`config.mk`:
```
export PLATFORM = sky130hd
export DESIGN_NAME = dcm_bridge_modulator
export DESIGN_NICKNAME = d
export VERILOG_FILES = /design/src/rtl/dcm_pkg.sv /design/src/rtl/dcm_period_timer.sv /design/src/rtl/dcm_frac_divider.sv /design/src/rtl/dcm_level_planner.sv /design/src/rtl/dcm_pattern_decoder.sv /design/src/rtl/dcm_bridge_modulator.sv
export SDC_FILE = /design/constraint.sdc
export NUM_CORES = 1
export LEC_CHECK = 0
export CAP_MARGIN = 15
export CELL_PAD_IN_SITES_DETAIL_PLACEMENT = 0
export CELL_PAD_IN_SITES_GLOBAL_PLACEMENT = 1
export CORE_AREA = 2 2 167 169
export CTS_CLUSTER_SIZE = 12
export DETAILED_ROUTE_END_ITERATION = 8
export DIE_AREA = 0 0 169 171
export GPL_ROUTABILITY_DRIVEN = 0
export MAX_ROUTING_LAYER = met4
export PLACE_DENSITY = 0.89
export SYNTH_ARGS = -nofsm -noshare
export SYNTH_HDL_FRONTEND = slang
export SYNTH_HIERARCHICAL = 1
export SYNTH_SLANG_ARGS = --single-unit
```
`constraint.sdc`:
```
create_clock -name clk -period 11.31 [get_ports clk]
set_input_delay 2.262 -clock clk [delete_from_list [all_inputs] [get_ports clk]]
set_output_delay 2.262 -clock clk [all_outputs]
set_load 0.02 [all_outputs]
```
`src/rtl/dcm_pkg.sv`:
```
package dcm_pkg;

  typedef enum logic [1:0] {
    POLE_N = 2'd0,
    POLE_O = 2'd1,
    POLE_P = 2'd2
  } pole_e;

  typedef enum logic [1:0] {
    ZONE_OUTER = 2'd0,
    ZONE_MID   = 2'd1,
    ZONE_INNER = 2'd2
  } zone_e;

  localparam logic [3:0] GATES_P = 4'b1100;
  localparam logic [3:0] GATES_O = 4'b0110;
  localparam logic [3:0] GATES_N = 4'b0011;

  function automatic logic [3:0] pole_to_gates(input pole_e p);
    case (p)
      POLE_P:  return GATES_P;
      POLE_N:  return GATES_N;
      default: return GATES_O;
    endcase
  endfunction

endpackage

```
`src/rtl/dcm_period_timer.sv`:
```
module dcm_period_timer #(
  parameter int PERIOD_CYC = 64,
  localparam int CW = $clog2(PERIOD_CYC)
) (
  input  logic          clk,
  input  logic          rst_n,
  output logic [CW-1:0] cnt,
  output logic          first,
  output logic          last
);

  logic [CW-1:0] cnt_d, cnt_q;

  assign last  = (cnt_q == CW'(PERIOD_CYC - 1));
  assign first = (cnt_q == '0);
  assign cnt   = cnt_q;

  always_comb begin
    cnt_d = last ? '0 : cnt_q + 1'b1;
  end

  always_ff @(posedge clk or negedge rst_n) begin
    if (!rst_n) cnt_q <= '0;
    else        cnt_q <= cnt_d;
  end

endmodule

```
`src/rtl/dcm_frac_divider.sv`:
```
module dcm_frac_divider #(
  parameter int NUM_W  = 13,
  parameter int FRAC_W = 8,
  localparam int SW = $clog2(FRAC_W + 2)
) (
  input  logic             clk,
  input  logic             rst_n,
  input  logic             start,
  input  logic [NUM_W-1:0] num,
  input  logic [NUM_W-1:0] den,
  output logic             busy,
  output logic [FRAC_W:0]  quot
);

  logic [NUM_W:0]   rem_d, rem_q;
  logic [FRAC_W:0]  quot_d, quot_q;
  logic [SW-1:0]    steps_d, steps_q;
  logic             lead_d, lead_q;
  logic [NUM_W+1:0] trial;
  logic             fits;

  assign busy = (steps_q != '0);
  assign quot = quot_q;

  always_comb begin
    trial   = lead_q ? {1'b0, rem_q} : {rem_q, 1'b0};
    fits    = (trial >= {2'b00, den});
    rem_d   = rem_q;
    quot_d  = quot_q;
    steps_d = steps_q;
    lead_d  = lead_q;
    if (start) begin
      rem_d   = {1'b0, num};
      quot_d  = '0;
      steps_d = SW'(FRAC_W + 1);
      lead_d  = 1'b1;
    end else if (busy) begin
      rem_d   = fits ? (NUM_W+1)'(trial - {2'b00, den}) : trial[NUM_W:0];
      quot_d  = {quot_q[FRAC_W-1:0], fits};
      steps_d = steps_q - 1'b1;
      lead_d  = 1'b0;
    end
  end

  always_ff @(posedge clk or negedge rst_n) begin
    if (!rst_n) begin
      rem_q   <= '0;
      quot_q  <= '0;
      steps_q <= '0;
      lead_q  <= 1'b0;
    end else begin
      rem_q   <= rem_d;
      quot_q  <= quot_d;
      steps_q <= steps_d;
      lead_q  <= lead_d;
    end
  end

  // a finished share never exceeds one whole
  a_r8_share_bound: assert property (@(posedge clk) disable iff (!rst_n)
    ($fell(busy) && den != '0) |-> (quot_q <= (FRAC_W+1)'(1 << FRAC_W)));

endmodule

```
`src/rtl/dcm_level_planner.sv`:
```
module dcm_level_planner #(
  parameter int PERIOD_CYC = 64,
  parameter int M_W        = 12,
  parameter int V_W        = 12,
  parameter int FRAC_W     = 8,
  parameter int OFS_W      = 9,
  localparam int TW = $clog2(PERIOD_CYC + 1)
) (
  input  logic signed [M_W-1:0]   m,
  input  logic        [V_W-1:0]   vu,
  input  logic        [V_W-1:0]   vl,
  input  logic                    cur_pos,
  input  logic                    three_mode,
  input  logic signed [OFS_W-1:0] ofs,
  input  logic        [FRAC_W:0]  quot,
  output logic        [V_W:0]     div_num,
  output logic        [V_W:0]     div_den,
  output logic                    upper,
  output logic                    neg,
  output logic        [TW-1:0]    in_lo,
  output logic        [TW-1:0]    in_hi,
  output logic        [TW-1:0]    mid_lo,
  output logic        [TW-1:0]    mid_hi
);

  localparam int F    = M_W - 3;
  localparam int PW   = F + 1 + TW;
  localparam int QPW  = TW + FRAC_W + 1;
  localparam int SUMW = ((FRAC_W + 2) > OFS_W ? (FRAC_W + 2) : OFS_W) + 1;
  localparam logic [M_W:0]              HALF_M   = (M_W+1)'(1) << F;
  localparam logic [M_W:0]              FULL_M   = HALF_M << 1;
  localparam logic signed [SUMW-1:0]    FRAC_ONE = SUMW'(1) << FRAC_W;
  localparam logic [TW-1:0]             T_LEN    = TW'(PERIOD_CYC);

  logic signed [M_W:0]    m_ext;
  logic [M_W:0]           mag_raw, mag;
  logic [F:0]             rem;
  logic [PW-1:0]          prod;
  logic [TW-1:0]          ta, th, t_up, t_up3, len_in, len_mid;
  logic                   charging, sel_up;
  logic [FRAC_W:0]        frac_base, frac_sat;
  logic signed [SUMW-1:0] fsum;
  logic [QPW-1:0]         tprod;

  always_comb begin
    m_ext   = {m[M_W-1], m};
    neg     = m[M_W-1];
    mag_raw = neg ? (M_W+1)'(-m_ext) : (M_W+1)'(m_ext);
    mag     = (mag_raw > FULL_M) ? FULL_M : mag_raw;
    upper   = (mag >= HALF_M);
    rem     = upper ? (F+1)'(mag - HALF_M) : (F+1)'(mag);
    prod    = PW'(rem) * PW'(PERIOD_CYC);
    ta      = TW'(prod >> F);
    th      = upper ? (T_LEN - ta) : ta;

    charging = cur_pos ^ neg;
    sel_up   = charging ? (vu < vl) : (vu > vl);
    div_num  = {1'b0, (charging ? vl : vu)};
    div_den  = {1'b0, vu} + {1'b0, vl};

    frac_base = (div_den == '0) ? (FRAC_W+1)'(1 << (FRAC_W - 1)) : quot;
    fsum      = $signed(SUMW'(frac_base)) + SUMW'(ofs);
    if (fsum < 0)             frac_sat = '0;
    else if (fsum > FRAC_ONE) frac_sat = (FRAC_W+1)'(FRAC_ONE);
    else                      frac_sat = fsum[FRAC_W:0];
    tprod = QPW'(th) * QPW'(frac_sat);
    t_up3 = TW'(tprod >> FRAC_W);

    if (three_mode) t_up = t_up3;
    else            t_up = sel_up ? th : '0;

    len_in  = upper ? ta : t_up;
    len_mid = upper ? (ta + t_up) : ta;
    in_lo   = (T_LEN - len_in) >> 1;
    in_hi   = in_lo + len_in;
    mid_lo  = (T_LEN - len_mid) >> 1;
    mid_hi  = mid_lo + len_mid;
  end

endmodule

```
`src/rtl/dcm_pattern_decoder.sv`:
```
module dcm_pattern_decoder
  import dcm_pkg::*;
#(
  parameter int PERIOD_CYC = 64,
  localparam int CW = $clog2(PERIOD_CYC),
  localparam int TW = $clog2(PERIOD_CYC + 1)
) (
  input  logic [CW-1:0] cnt,
  input  logic          upper,
  input  logic          neg,
  input  logic [TW-1:0] in_lo,
  input  logic [TW-1:0] in_hi,
  input  logic [TW-1:0] mid_lo,
  input  logic [TW-1:0] mid_hi,
  output logic [3:0]    gates_a,
  output logic [3:0]    gates_b
);

  logic [TW-1:0] c;
  zone_e         zone;
  pole_e         pos_a, pos_b, pole_a, pole_b;

  always_comb begin
    c = TW'(cnt);
    if (c >= in_lo && c < in_hi)        zone = ZONE_INNER;
    else if (c >= mid_lo && c < mid_hi) zone = ZONE_MID;
    else                                zone = ZONE_OUTER;

    case (zone)
      ZONE_INNER: begin pos_a = POLE_P; pos_b = upper ? POLE_N : POLE_O; end
      ZONE_MID:   begin pos_a = upper ? POLE_P : POLE_O; pos_b = upper ? POLE_O : POLE_N; end
      default:    begin pos_a = POLE_O; pos_b = upper ? POLE_N : POLE_O; end
    endcase

    pole_a  = neg ? pos_b : pos_a;
    pole_b  = neg ? pos_a : pos_b;
    gates_a = pole_to_gates(pole_a);
    gates_b = pole_to_gates(pole_b);
  end

endmodule

```
`src/rtl/dcm_bridge_modulator.sv`:
```
module dcm_bridge_modulator
  import dcm_pkg::*;
#(
  parameter int PERIOD_CYC = 64,
  parameter int M_W        = 12,
  parameter int V_W        = 12,
  parameter int FRAC_W     = 8,
  parameter int OFS_W      = 9
) (
  input  logic                    clk,
  input  logic                    rst_n,
  input  logic signed [M_W-1:0]   mod_idx,
  input  logic        [V_W-1:0]   vcap_hi,
  input  logic        [V_W-1:0]   vcap_lo,
  input  logic                    i_line_pos,
  input  logic                    three_state,
  input  logic signed [OFS_W-1:0] bal_ofs,
  output logic        [3:0]       leg_a_gates,
  output logic        [3:0]       leg_b_gates
);

  localparam int CW = $clog2(PERIOD_CYC);
  localparam int TW = $clog2(PERIOD_CYC + 1);

  logic [CW-1:0] cnt;
  logic          first, last;

  // captured sample
  logic signed [M_W-1:0]   cap_m_d, cap_m_q;
  logic [V_W-1:0]          cap_vu_d, cap_vu_q, cap_vl_d, cap_vl_q;
  logic                    cap_cur_d, cap_cur_q, cap_mode_d, cap_mode_q;
  logic signed [OFS_W-1:0] cap_ofs_d, cap_ofs_q;

  // planner results and active plan
  logic [V_W:0]    div_num, div_den;
  logic [FRAC_W:0] div_quot;
  logic            div_busy;
  logic            pl_upper, pl_neg;
  logic [TW-1:0]   pl_in_lo, pl_in_hi, pl_mid_lo, pl_mid_hi;
  logic            act_upper_d, act_upper_q, act_neg_d, act_neg_q;
  logic [TW-1:0]   act_in_lo_d, act_in_lo_q, act_in_hi_d, act_in_hi_q;
  logic [TW-1:0]   act_mid_lo_d, act_mid_lo_q, act_mid_hi_d, act_mid_hi_q;

  dcm_period_timer #(.PERIOD_CYC(PERIOD_CYC)) i_timer (
    .clk(clk), .rst_n(rst_n), .cnt(cnt), .first(first), .last(last)
  );

  dcm_level_planner #(
    .PERIOD_CYC(PERIOD_CYC), .M_W(M_W), .V_W(V_W), .FRAC_W(FRAC_W), .OFS_W(OFS_W)
  ) i_planner (
    .m(cap_m_q), .vu(cap_vu_q), .vl(cap_vl_q), .cur_pos(cap_cur_q),
    .three_mode(cap_mode_q), .ofs(cap_ofs_q), .quot(div_quot),
    .div_num(div_num), .div_den(div_den), .upper(pl_upper), .neg(pl_neg),
    .in_lo(pl_in_lo), .in_hi(pl_in_hi), .mid_lo(pl_mid_lo), .mid_hi(pl_mid_hi)
  );

  dcm_frac_divider #(.NUM_W(V_W + 1), .FRAC_W(FRAC_W)) i_divider (
    .clk(clk), .rst_n(rst_n), .start(first), .num(div_num), .den(div_den),
    .busy(div_busy), .quot(div_quot)
  );

  dcm_pattern_decoder #(.PERIOD_CYC(PERIOD_CYC)) i_decoder (
    .cnt(cnt), .upper(act_upper_q), .neg(act_neg_q),
    .in_lo(act_in_lo_q), .in_hi(act_in_hi_q),
    .mid_lo(act_mid_lo_q), .mid_hi(act_mid_hi_q),
    .gates_a(leg_a_gates), .gates_b(leg_b_gates)
  );

  always_comb begin
    cap_m_d      = last ? mod_idx     : cap_m_q;
    cap_vu_d     = last ? vcap_hi     : cap_vu_q;
    cap_vl_d     = last ? vcap_lo     : cap_vl_q;
    cap_cur_d    = last ? i_line_pos  : cap_cur_q;
    cap_mode_d   = last ? three_state : cap_mode_q;
    cap_ofs_d    = last ? bal_ofs     : cap_ofs_q;
    act_upper_d  = last ? pl_upper    : act_upper_q;
    act_neg_d    = last ? pl_neg      : act_neg_q;
    act_in_lo_d  = last ? pl_in_lo    : act_in_lo_q;
    act_in_hi_d  = last ? pl_in_hi    : act_in_hi_q;
    act_mid_lo_d = last ? pl_mid_lo   : act_mid_lo_q;
    act_mid_hi_d = last ? pl_mid_hi   : act_mid_hi_q;
  end

  always_ff @(posedge clk or negedge rst_n) begin
    if (!rst_n) begin
      cap_m_q      <= '0;
      cap_vu_q     <= '0;
      cap_vl_q     <= '0;
      cap_cur_q    <= 1'b0;
      cap_mode_q   <= 1'b0;
      cap_ofs_q    <= '0;
      act_upper_q  <= 1'b0;
      act_neg_q    <= 1'b0;
      act_in_lo_q  <= '0;
      act_in_hi_q  <= '0;
      act_mid_lo_q <= '0;
      act_mid_hi_q <= '0;
    end else begin
      cap_m_q      <= cap_m_d;
      cap_vu_q     <= cap_vu_d;
      cap_vl_q     <= cap_vl_d;
      cap_cur_q    <= cap_cur_d;
      cap_mode_q   <= cap_mode_d;
      cap_ofs_q    <= cap_ofs_d;
      act_upper_q  <= act_upper_d;
      act_neg_q    <= act_neg_d;
      act_in_lo_q  <= act_in_lo_d;
      act_in_hi_q  <= act_in_hi_d;
      act_mid_lo_q <= act_mid_lo_d;
      act_mid_hi_q <= act_mid_hi_d;
    end
  end

  // output level polarity, decoded from the leg codes
  logic out_pos, out_neg;
  always_comb begin
    out_pos = (leg_a_gates == GATES_P && leg_b_gates != GATES_P) ||
              (leg_a_gates == GATES_O && leg_b_gates == GATES_N);
    out_neg = (leg_b_gates == GATES_P && leg_a_gates != GATES_P) ||
              (leg_b_gates == GATES_O && leg_a_gates == GATES_N);
  end

  // every leg code is one of the three legal pole codes
  a_r1_legal_codes: assert property (@(posedge clk) disable iff (!rst_n)
    ((leg_a_gates == GATES_P) || (leg_a_gates == GATES_O) || (leg_a_gates == GATES_N)) &&
    ((leg_b_gates == GATES_P) || (leg_b_gates == GATES_O) || (leg_b_gates == GATES_N)));

  // the share is ready before the boundary folds it into the plan
  a_r2_div_ready: assert property (@(posedge clk) disable iff (!rst_n)
    last |-> !div_busy);

  // no polarity reversal inside a period
  a_r3_one_polarity: assert property (@(posedge clk) disable iff (!rst_n)
    (out_pos && !last) |=> !out_neg);
  a_r3_one_polarity_n: assert property (@(posedge clk) disable iff (!rst_n)
    (out_neg && !last) |=> !out_pos);

  // a full-span window holds the full state on both legs
  a_r11_full_span: assert property (@(posedge clk) disable iff (!rst_n)
    (act_upper_q && act_in_lo_q == '0 && act_in_hi_q == TW'(PERIOD_CYC)) |->
    (act_neg_q ? (leg_a_gates == GATES_N && leg_b_gates == GATES_P)
               : (leg_a_gates == GATES_P && leg_b_gates == GATES_N)));

endmodule

```
==> results.yml, run 1 <==
die:
  fp.dieArea_sq_um: 28900
  num_io_pins: 57
  floorplan.core_area_sq_um: 27300
  die-height_um: 171
  fp.dieW_um: 169
  floorplan.initialDensity_pct: 43.3
  rows: 61
sta:
  max_slew.worst_pin.slew_ns: 1.22
  timing.final.crit_period_ns: 11.32
  timing_hold_violations_final: 0
  maxSlewHeadroom_pct: 18.2
  maxClockFrequency_mhz: 88.3
  whs_ns: 0.510
  rsz0062_at_grt: "true"
  final.setup.worst_slack_ns: -0.00949
  finClkSkew_ns: 0.0159
  setup-violations-final: 1
  setup_total_negative_slack_ns: -0.00949
  fin_crit_sh_pct: 100
  drv_slew: 0
synth:
  ys_seq_area_share_pct: 23.5
  synth-edff-count: 0
  synth_async_sr_flop_share_pct: 100
  ys_types: 97
  ys_warn_count: 6
  post_synth.cell_area_avg_sq_um: 8.89
  instance_count_of_the_mapped_netlist: 1329
  synth.ff_latch_count: 111
  netlist_area_sq_um: 11800
  ys.flop_type: "sky130_fd_sc_hd__dfrtp_1"
route:
  drtPass1Iterations: 6
  detail_route.drc_violations: 0
  wirelength_um: 30000
  routed_wire_per_std_cell_um: 16.5
  antenna_violating_nets_post_route: 0
  via_count: 10108
  first_iter_violations: 572
  route.detailed.vias_per_inst: 5.55
clocking:
  cts-buffers-inserted: 9
  cts_tree: "done"
  max-clock-path-buffers: 2
  tritoncts_num_sinks: 111
  clk_root_buffer_cell: "sky130_fd_sc_hd__clkbuf_16"
  clk_transition_reported_paths_ns: 0.08
  htree_levels: 3
  clock_network_latency_to_the_later_pin_of_the_worst_skew_pair_ns: 0.36
  hold_buffers: 0
critical_path:
  timing.rr.start: "cap_vu_q[1]"
  critical_path.startpoint: "cap_vu_q[1]"
  critical_path_class: "register to register"
  critical_path.endpoint_type: "register"
  worst_path_dominant_cell_family: "adder cells"
  cp_data_arrival_time_ns: 11.56
  cp_slowest_stage_delay_ns: 0.57
  critPathLaunchType: "register"
  maximum_fanout_count_along_the_critical_path: 5
  critical_path_buf_inv_count: 8
  cpMaxStageDelayCell: "sky130_fd_sc_hd__fa_1"
  required_ns: 11.55
global_routing:
  grt.overflow.total: 0
  global_route_wire_length_before_repair_um: 48400
  antenna_found_initial: 0
  number_of_global_route_vias_before_repair: 10085
  grt_use_total_pct: 21.2
  largest_net_degree_at_the_start_of_global_routing: 78
flow_run:
  drv.max_cap_violation_count: 0
finish:
  num_antenna_cells: 0
  stdcell_area_sq_um: 14400
  drive_above_1_share_pct: 26.2
  share_of_the_core_filled_with_cells_pct: 52.9
  layout.filler_cells: 2491
  design.final.nets: 1681
  area_added_between_synthesis_and_finish_pct: 22.2
power:
  power.switching_uw: 169
  leakage_uw: 0.00688
  combinational_fraction_of_design_power_pct: 3.6
  cellPowerDensity_nw_per_um2: 50.8
  p_sw_share_pct: 23.0
  pint_uw: 565
  ir_worst_vdd_uv: 59.8
  power_frac_seq_pct: 54.1
  clock_power_share_pct: 42.4
min_path:
  worst_hold_path_type: "register to register"
  startpoint_of_the_worst_hold_path: "act_in_lo_q[6]"
place:
  port-buffer-count: 56
  dpl_cell_area_sq_um: 13400
  dp_hpwl_um: 22900
run_status:
  violated_checks: "negative setup slack"
  status: "finished with violations"
## cells by family (layout without fill, tap and decap cells)
kind of cell / Yosys count / in the layout / share of synthesized area [%]
adders and majority gates: 161 / 161 / 19.4
AOI/OAI and AO/OA: 296 / 296 / 17.1
other: 1 / 3 / 0.0317
and+or+nand+nor: 379 / 379 / 15.9
xor gates and xnor gates: 79 / 79 / 6.09
muxes: 109 / 109 / 11.2
DFF: 111 / 111 / 23.5
buffers and inverters: 193 / 338 / 6.90
## layout make-up
type / instances / area (sq um) / area share [%]
sequential: 111 / 2780 / 19.2
inverter: 140 / 531 / 3.67
tap: 346 / 433 / 3.00
clock inverter: 7 / 65.1 / 0.450
multi-input combinational: 1027 / 8880 / 61.4
timing repair buffer: 182 / 1540 / 10.6
clock buffer: 9 / 225 / 1.56
## worst paths after layout
check | end | slack (ns) | cells after the start
setup / recovery | act_mid_hi_q[6] | -0.009 | 48
hold / removal | act_in_lo_q[6] | 0.51 | 1
setup reg to reg | act_mid_hi_q[6] | -0.009 | 48
hold reg to reg | act_in_lo_q[6] | 0.51 | 1
max in group asynchronous | cap_vu_q[1] | 8.05 | 2
min in group asynchronous | cap_mode_q | 1.87 | 1
## state kept, by name, summed over array words and instances, names as in the netlist, 4 cells and up
| name | flops |
|---|---|
| i_timer/cnt | 6 |
| i_divider/rem_q | 14 |
| cap_ofs_q | 9 |
| i_divider/steps_q | 4 |
| act_in_lo_q | 7 |
| act_in_hi_q | 7 |
| act_mid_lo_q | 7 |
| cap_vl_q | 12 |
| i_divider/quot | 9 |
| cap_vu_q | 12 |
| cap_m_q | 12 |
| act_mid_hi_q | 7 |
## Yosys cell counts (all sizes together) (8+ instances only)
cell,n,area share [%]
fa,37,6.3
clkbuf,26,0.83
nand4,14,0.74
mux2,92,9.7
nor3,24,1.0
nand2,93,3.0
nor2b,9,0.48
inv,140,4.4
and2,14,0.74
xnor2,55,4.1
ha,124,13
o211ai,13,0.91
and3,8,0.47
nor4,8,0.48
a21oi,106,4.6
a211oi,13,0.83
o21ai,46,2.0
a21o,19,1.2
nand3,32,1.5
o31ai,8,0.55
o21bai,16,1.0
or3,17,0.94
nand2b,20,1.1
xor2,22,1.6
mux2i,17,1.4
dfrtp,111,24
buf,27,1.6
nor2,113,3.6
## power groups by stage
stage / combinational (uW) / clock (uW) / sequential, uW
after floorplan: 1.24 / 0 / 405
after global placement: 26.5 / 0 / 405
after detailed placement: 27.0 / 0 / 405
after CTS: 27.1 / 322 / 397
after global routing: 29.1 / 336 / 397
final: 26.3 / 311 / 397
## metal layers
metal / share of wire, % / routed length [um] / vias to the layer above / global-route usage [%]
met5: 0 / 0 / - / -
met4: 1.8 / 527 / 0 / 4.38
met3: 4.3 / 1280 / 40 / 3.65
met2: 50 / 15100 / 213 / 37.5
met1: 44 / 13100 / 4921 / 25.4
li1: - / - / 4934 / -
## layout by cell type (no fill, tap or decap), types with 10 or more instances in the layout
cell / netlist / final
sky130_fd_sc_hd__inv_1: 137 / 128
sky130_fd_sc_hd__buf_4: 6 / 118
sky130_fd_sc_hd__dfrtp_1: 111 / 110
sky130_fd_sc_hd__ha_1: 124 / 105
sky130_fd_sc_hd__nor2_1: 112 / 101
sky130_fd_sc_hd__nand2_1: 92 / 86
sky130_fd_sc_hd__a21oi_1: 104 / 84
sky130_fd_sc_hd__mux2_2: 62 / 62
sky130_fd_sc_hd__clkdlybuf4s50_1: 0 / 55
sky130_fd_sc_hd__xnor2_1: 55 / 46
sky130_fd_sc_hd__o21ai_0: 41 / 39
sky130_fd_sc_hd__fa_1: 37 / 34
sky130_fd_sc_hd__mux2_4: 30 / 30
sky130_fd_sc_hd__nand3_1: 31 / 28
sky130_fd_sc_hd__nor3_1: 24 / 20
sky130_fd_sc_hd__xor2_1: 22 / 20
sky130_fd_sc_hd__nand2b_1: 20 / 19
sky130_fd_sc_hd__a21o_1: 19 / 19
sky130_fd_sc_hd__a21oi_2: 1 / 17
sky130_fd_sc_hd__mux2i_1: 17 / 17
sky130_fd_sc_hd__o21bai_1: 16 / 15
sky130_fd_sc_hd__nand4_1: 14 / 14
sky130_fd_sc_hd__ha_4: 0 / 13
sky130_fd_sc_hd__or3_1: 16 / 12
sky130_fd_sc_hd__o211ai_1: 11 / 11
sky130_fd_sc_hd__and2_1: 13 / 11
sky130_fd_sc_hd__inv_2: 3 / 10
## stage by stage
step / std cells / setup WS, ns / power [uW]
2_1_floorplan: 1331 / 0.0339 / 406
5_1_grt: 1822 / -0.552 / 762
3_3_place_gp: 1789 / -0.0928 / 431
4_1_cts: 1808 / 0.0102 / 746
3_5_place_dp: 1789 / -0.361 / 432
6_report: 1822 / -0.00949 / 734
## what timing repair did
item	in CTS	in global routing
setup buffers	3	15
gates cloned	0	1
pin swaps	9	60
resized for setup	28	111
setup endpoints to repair	6	14
Note: power is estimated with default switching activity, not from simulation.
==> run 2, diff against run 1 <==
Settings changed: MAX_ROUTING_LAYER met4 to default, SETUP_SLACK_MARGIN from default to 0.1.
==> results.yml, run 2 (same netlist as run 1, synthesis figures left out) <==
route:
  antenna_violating_nets_post_route: 0
  via_count: 10128
  drtPass1Iterations: 5
  first_iter_violations: 628
  route.detailed.vias_per_inst: 5.59
  routed_wire_per_std_cell_um: 16.6
  detail_route.drc_violations: 0
  wirelength_um: 30100
critical_path:
  worst_path_dominant_cell_family: "adder cells"
  critical_path.endpoint_type: "register"
  maximum_fanout_count_along_the_critical_path: 5
  cp_slowest_stage_delay_ns: 0.56
  critical_path.startpoint: "cap_vl_q[1]"
  cp.depth: 53
  r2r_end: "act_mid_hi_q[6]"
  critPathLaunchType: "register"
  path_common_cell: "sky130_fd_sc_hd__inv_1"
  critical_path_buf_inv_count: 9
  cpMaxStageDelayCell: "sky130_fd_sc_hd__fa_1"
  critical_path_class: "register to register"
  cp_data_arrival_time_ns: 11.64
  r2r_cells: 53
  rrSetupSlack_ns: -0.08
  timing.rr.start: "cap_vl_q[1]"
  crit_path_end: "act_mid_hi_q[6]"
  required_ns: 11.56
place:
  dp_hpwl_um: 22700
  dpl_worst_slack_ns: -0.329
  dpl_cell_area_sq_um: 13200
  place.detailed.instances: 1764
  port-buffer-count: 56
finish:
  layout_commonest_cell: "sky130_fd_sc_hd__inv_1"
  largest_register_ffs: 14
  num_antenna_cells: 0
  layout_common_cells: "sky130_fd_sc_hd__inv_1, sky130_fd_sc_hd__dfrtp_1, sky130_fd_sc_hd__buf_4"
  stdcell_area_sq_um: 14300
  design.final.nets: 1670
  area_added_between_synthesis_and_finish_pct: 21.4
  drive_above_1_share_pct: 24.8
  share_of_the_core_filled_with_cells_pct: 52.5
  final_cell_count_no_fill: 1811
  regMostFlops: "i_divider/rem_q"
flow_run:
  drv.max_cap_violation_count: 0
clocking:
  cts-buffers-inserted: 9
  clk_transition_reported_paths_ns: 0.08
  tritoncts_num_sinks: 111
  max-clock-path-buffers: 2
  clk_root_buffer_cell: "sky130_fd_sc_hd__clkbuf_16"
  hold_buffers: 0
  clock_network_latency_to_the_later_pin_of_the_worst_skew_pair_ns: 0.36
  cts_tree: "done"
  htree_levels: 3
min_path:
  worst_hold_path_type: "register to register"
power:
  power.switching_uw: 171
  leakage_uw: 0.00682
  report.power.total_uw: 744
  pint_uw: 573
  power_frac_seq_pct: 53.4
  p_sw_share_pct: 23.0
  ir_worst_vdd_uv: 67.0
  cellPowerDensity_nw_per_um2: 51.9
  clock_power_share_pct: 43.1
  combinational_fraction_of_design_power_pct: 3.5
sta:
  max_slew.worst_pin.slew_ns: 0.959
  timing_hold_violations_final: 0
  final.setup.worst_slack_ns: -0.0818
  setup-violations-final: 2
  drv_slew: 0
  timing.final.crit_period_ns: 11.39
  maxSlewHeadroom_pct: 36.1
  finClkSkew_ns: 0.0137
  rsz0062_at_grt: "true"
  maxClockFrequency_mhz: 87.8
  fin_crit_sh_pct: 101
die:
  fp.dieArea_sq_um: 28900
  floorplan.initialDensity_pct: 43.3
  die-height_um: 171
  floorplan.core_area_sq_um: 27300
  num_io_pins: 57
  rows: 61
  fp.dieW_um: 169
global_routing:
  largest_net_degree_at_the_start_of_global_routing: 67
  grt.overflow.total: 0
  number_of_global_route_vias_before_repair: 9744
  antenna_found_initial: 0
  global_route_wire_length_before_repair_um: 47800
  grt_use_total_pct: 20.4
run_status:
  status: "finished with violations"
  violated_checks: "negative setup slack"
==> run 2: power by group through the flow <==
stage | sequential [uW] | clock, uW | combinational, uW
5_1_grt | 397 | 345 | 29.0
4_1_cts | 397 | 330 | 27.2
3_5_place_dp | 405 | 0 | 27.1
6_report | 397 | 321 | 26.3
3_3_place_gp | 405 | 0 | 26.8
2_1_floorplan | 405 | 0 | 1.24
==> run 2: timing repair <==
action	CTS	global route
buffers inserted	8	21
pin swaps	26	44
setup endpoints to repair	4	14
gates resized for setup	32	89
gates cloned	1	1
==> run 2: layer usage <==
metal  GRT usage (%)  vias up  share of wire [%]
met5               0        -                  0
met4            4.87        0                2.0
met3            3.12       51                4.3
met2            36.5      254                 50
met1            25.9     4898                 43
li1                -     4925                  -
==> run 2: worst min-delay path by stage <==
stage,start,endpoint,slack [ns],cells after the start
after floorplan,i_divider/steps_q[3],i_divider/steps_q[3],0.45,1
after global placement,i_divider/steps_q[3],i_divider/steps_q[3],0.49,1
after detailed placement,act_mid_hi_q[3],act_mid_hi_q[3],0.49,1
after CTS,i_divider/steps_q[3],i_divider/steps_q[3],0.51,1
after global routing,act_mid_hi_q[3],act_mid_hi_q[3],0.53,1
final,i_divider/steps_q[3],i_divider/steps_q[3],0.50,1
==> run 2: cell type report <==
cell class | instances | area, sq um
well taps | 346 | 433
fillers | 2477 | 13000
multi-input cells | 1027 | 8850
flip-flops and latches | 111 | 2780
repair buffers | 171 | 1460
clock inverters | 6 | 62.6
clock buffers | 10 | 239
inverters | 140 | 528
==> run 2: metrics by stage <==
stage,setup TNS [ns],hold slack [ns]
final,-0.157,0.504
after detailed placement,-0.950,0.494
after floorplan,0,0.453
after CTS,0,0.506
after global placement,0,0.491
after global routing,-2.02,0.525
==> run 3, diff against run 2 <==
Settings changed: PLACE_DENSITY 0.89 to 0.78.
==> results.yml, run 3 (same netlist as run 1, synthesis figures left out) <==
route:
  first_iter_violations: 594
  antenna_violating_nets_post_route: 0
  wirelength_um: 29900
  via_count: 10024
  routed_wire_per_std_cell_um: 16.5
  drtPass1Iterations: 5
  detail_route.drc_violations: 0
  route.detailed.vias_per_inst: 5.54
critical_path:
  critPathLaunchType: "register"
  critical_path_class: "register to register"
  r2r_end: "act_mid_hi_q[6]"
  critical_path.endpoint_type: "register"
  cp_data_arrival_time_ns: 11.45
  maximum_fanout_count_along_the_critical_path: 5
  critical_path.startpoint: "cap_vu_q[0]"
  r2r_cells: 56
  crit_path_end: "act_mid_hi_q[6]"
  cpMaxStageDelayCell: "sky130_fd_sc_hd__fa_1"
  path_common_cell: "sky130_fd_sc_hd__a21oi_2"
  cp_slowest_stage_delay_ns: 0.57
  required_ns: 11.57
  timing.rr.start: "cap_vu_q[0]"
  rrSetupSlack_ns: 0.11
power:
  cellPowerDensity_nw_per_um2: 51.7
  ir_worst_vdd_uv: 76.0
  leakage_uw: 0.00683
clocking:
  tritoncts_num_sinks: 111
  hold_buffers: 0
  htree_levels: 3
  clk_transition_reported_paths_ns: 0.08
  max-clock-path-buffers: 2
  clock_network_latency_to_the_later_pin_of_the_worst_skew_pair_ns: 0.37
  cts-buffers-inserted: 9
  cts_tree: "done"
  clk_root_buffer_cell: "sky130_fd_sc_hd__clkbuf_16"
die:
  num_io_pins: 57
  fp.dieArea_sq_um: 28900
  rows: 61
  die-height_um: 171
  fp.dieW_um: 169
  floorplan.initialDensity_pct: 43.3
  floorplan.core_area_sq_um: 27300
sta:
  finClkSkew_ns: 0.0123
  timing.final.crit_period_ns: 11.20
  fin_crit_sh_pct: 99.0
  maxSlewHeadroom_pct: 27.9
  maxClockFrequency_mhz: 89.3
  max_slew.worst_pin.slew_ns: 1.08
  drv_slew: 0
  timing_hold_violations_final: 0
  setup_total_negative_slack_ns: 0
  setup-violations-final: 0
  rsz0062_at_grt: "true"
global_routing:
  global_route_wire_length_before_repair_um: 48700
  largest_net_degree_at_the_start_of_global_routing: 72
  number_of_global_route_vias_before_repair: 9674
  use_met2_pct: 35.9
  grt_busiest_layer: "met2"
  grt.overflow.total: 0
  grt_use_total_pct: 20.9
  antenna_found_initial: 0
  gr-usage-met1_pct: 27.9
  grt_util_met3_pct: 3.22
place:
  port-buffer-count: 56
  dp_hpwl_um: 23300
  place.detailed.instances: 1773
finish:
  final_cell_count_no_fill: 1811
  largest_register_ffs: 14
  regMostFlops: "i_divider/rem_q"
  design.final.nets: 1670
  layout.filler_cells: 2526
  layout_common_cells: "sky130_fd_sc_hd__inv_1, sky130_fd_sc_hd__buf_4, sky130_fd_sc_hd__dfrtp_1"
  num_antenna_cells: 0
  area_added_between_synthesis_and_finish_pct: 21.1
  layout_commonest_cell: "sky130_fd_sc_hd__inv_1"
  drive_above_1_share_pct: 25.3
min_path:
  hold_depth: 1
  worst_hold_path_type: "register to register"
flow_run:
  drv.max_cap_violation_count: 0
run_status:
  status: "finished, final reports clean"
run 3: routing by layer:
layer  routed length (um)  up-vias
met2                14400      191
met3                 1080       35
met1                14000     4878
met4                  465        0
li1                     -     4920
met5                    0        -
run 3: cell type report:
class | count | area (sq um) | share of cell area [%]
Clock buffer | 11 | 243 | 1.70
Multi-Input combinational cell | 1027 | 8860 | 61.9
Tap cell | 346 | 433 | 3.02
Inverter | 140 | 528 | 3.69
Timing Repair Buffer | 171 | 1430 | 9.96
Clock inverter | 5 | 51.3 | 0.358
Sequential cell | 111 | 2780 | 19.4
run 3: timing repair:
item,in CTS,in global routing
pin swaps,26,43
gates resized for setup,31,92
setup buffers,8,13
setup endpoints to repair,4,14
cloned,0,1
run 3: worst min-delay path by stage:
| stage | startpoint | end | slack, ns |
|---|---|---|---|
| floorplan | i_divider/steps_q[3] | i_divider/steps_q[3] | 0.45 |
| global route | act_mid_lo_q[1] | act_mid_lo_q[1] | 0.53 |
| finish | act_in_lo_q[4] | act_in_lo_q[4] | 0.51 |
| CTS | i_divider/steps_q[3] | i_divider/steps_q[3] | 0.52 |
| global placement | i_divider/steps_q[3] | i_divider/steps_q[3] | 0.49 |
| detailed placement | act_in_lo_q[1] | act_in_lo_q[1] | 0.49 |
run 3: per-stage QoR:
stage | utilization, % | total power (uW) | hold slack, ns | setup WS [ns] | cell area [sq um]
2_1_floorplan | - | 406 | 0.453 | 0.124 | 11900
3_3_place_gp | 48.6 | 431 | 0.490 | -0.0532 | 13300
3_5_place_dp | 48.6 | 431 | 0.493 | -0.312 | 13300
4_1_cts | 50.5 | 752 | 0.516 | 0.104 | 13800
5_1_grt | 52.4 | 768 | 0.531 | -0.441 | 14300
6_report | 52.4 | 740 | 0.515 | 0.113 | 14300
run 3: worst max-delay path: cells and delay by family (launching register included):
kind | cells | cell delay [ns]
compound gates | 20 | 2.98
xor+xnor | 4 | 0.51
fa+ha+maj | 10 | 3.76
buf+inv | 8 | 0.68
flops | 1 | 0.38
mux | 1 | 0.25
simple gates | 13 | 2.51
run 3: where the power goes:
group	total, uW	internal [uW]	switching (uW)	leakage (uW)
Sequential	397	397	0.169	0.00149
Combinational	25.8	14.8	10.9	0.00519
Clock	317	160	157	0.000143
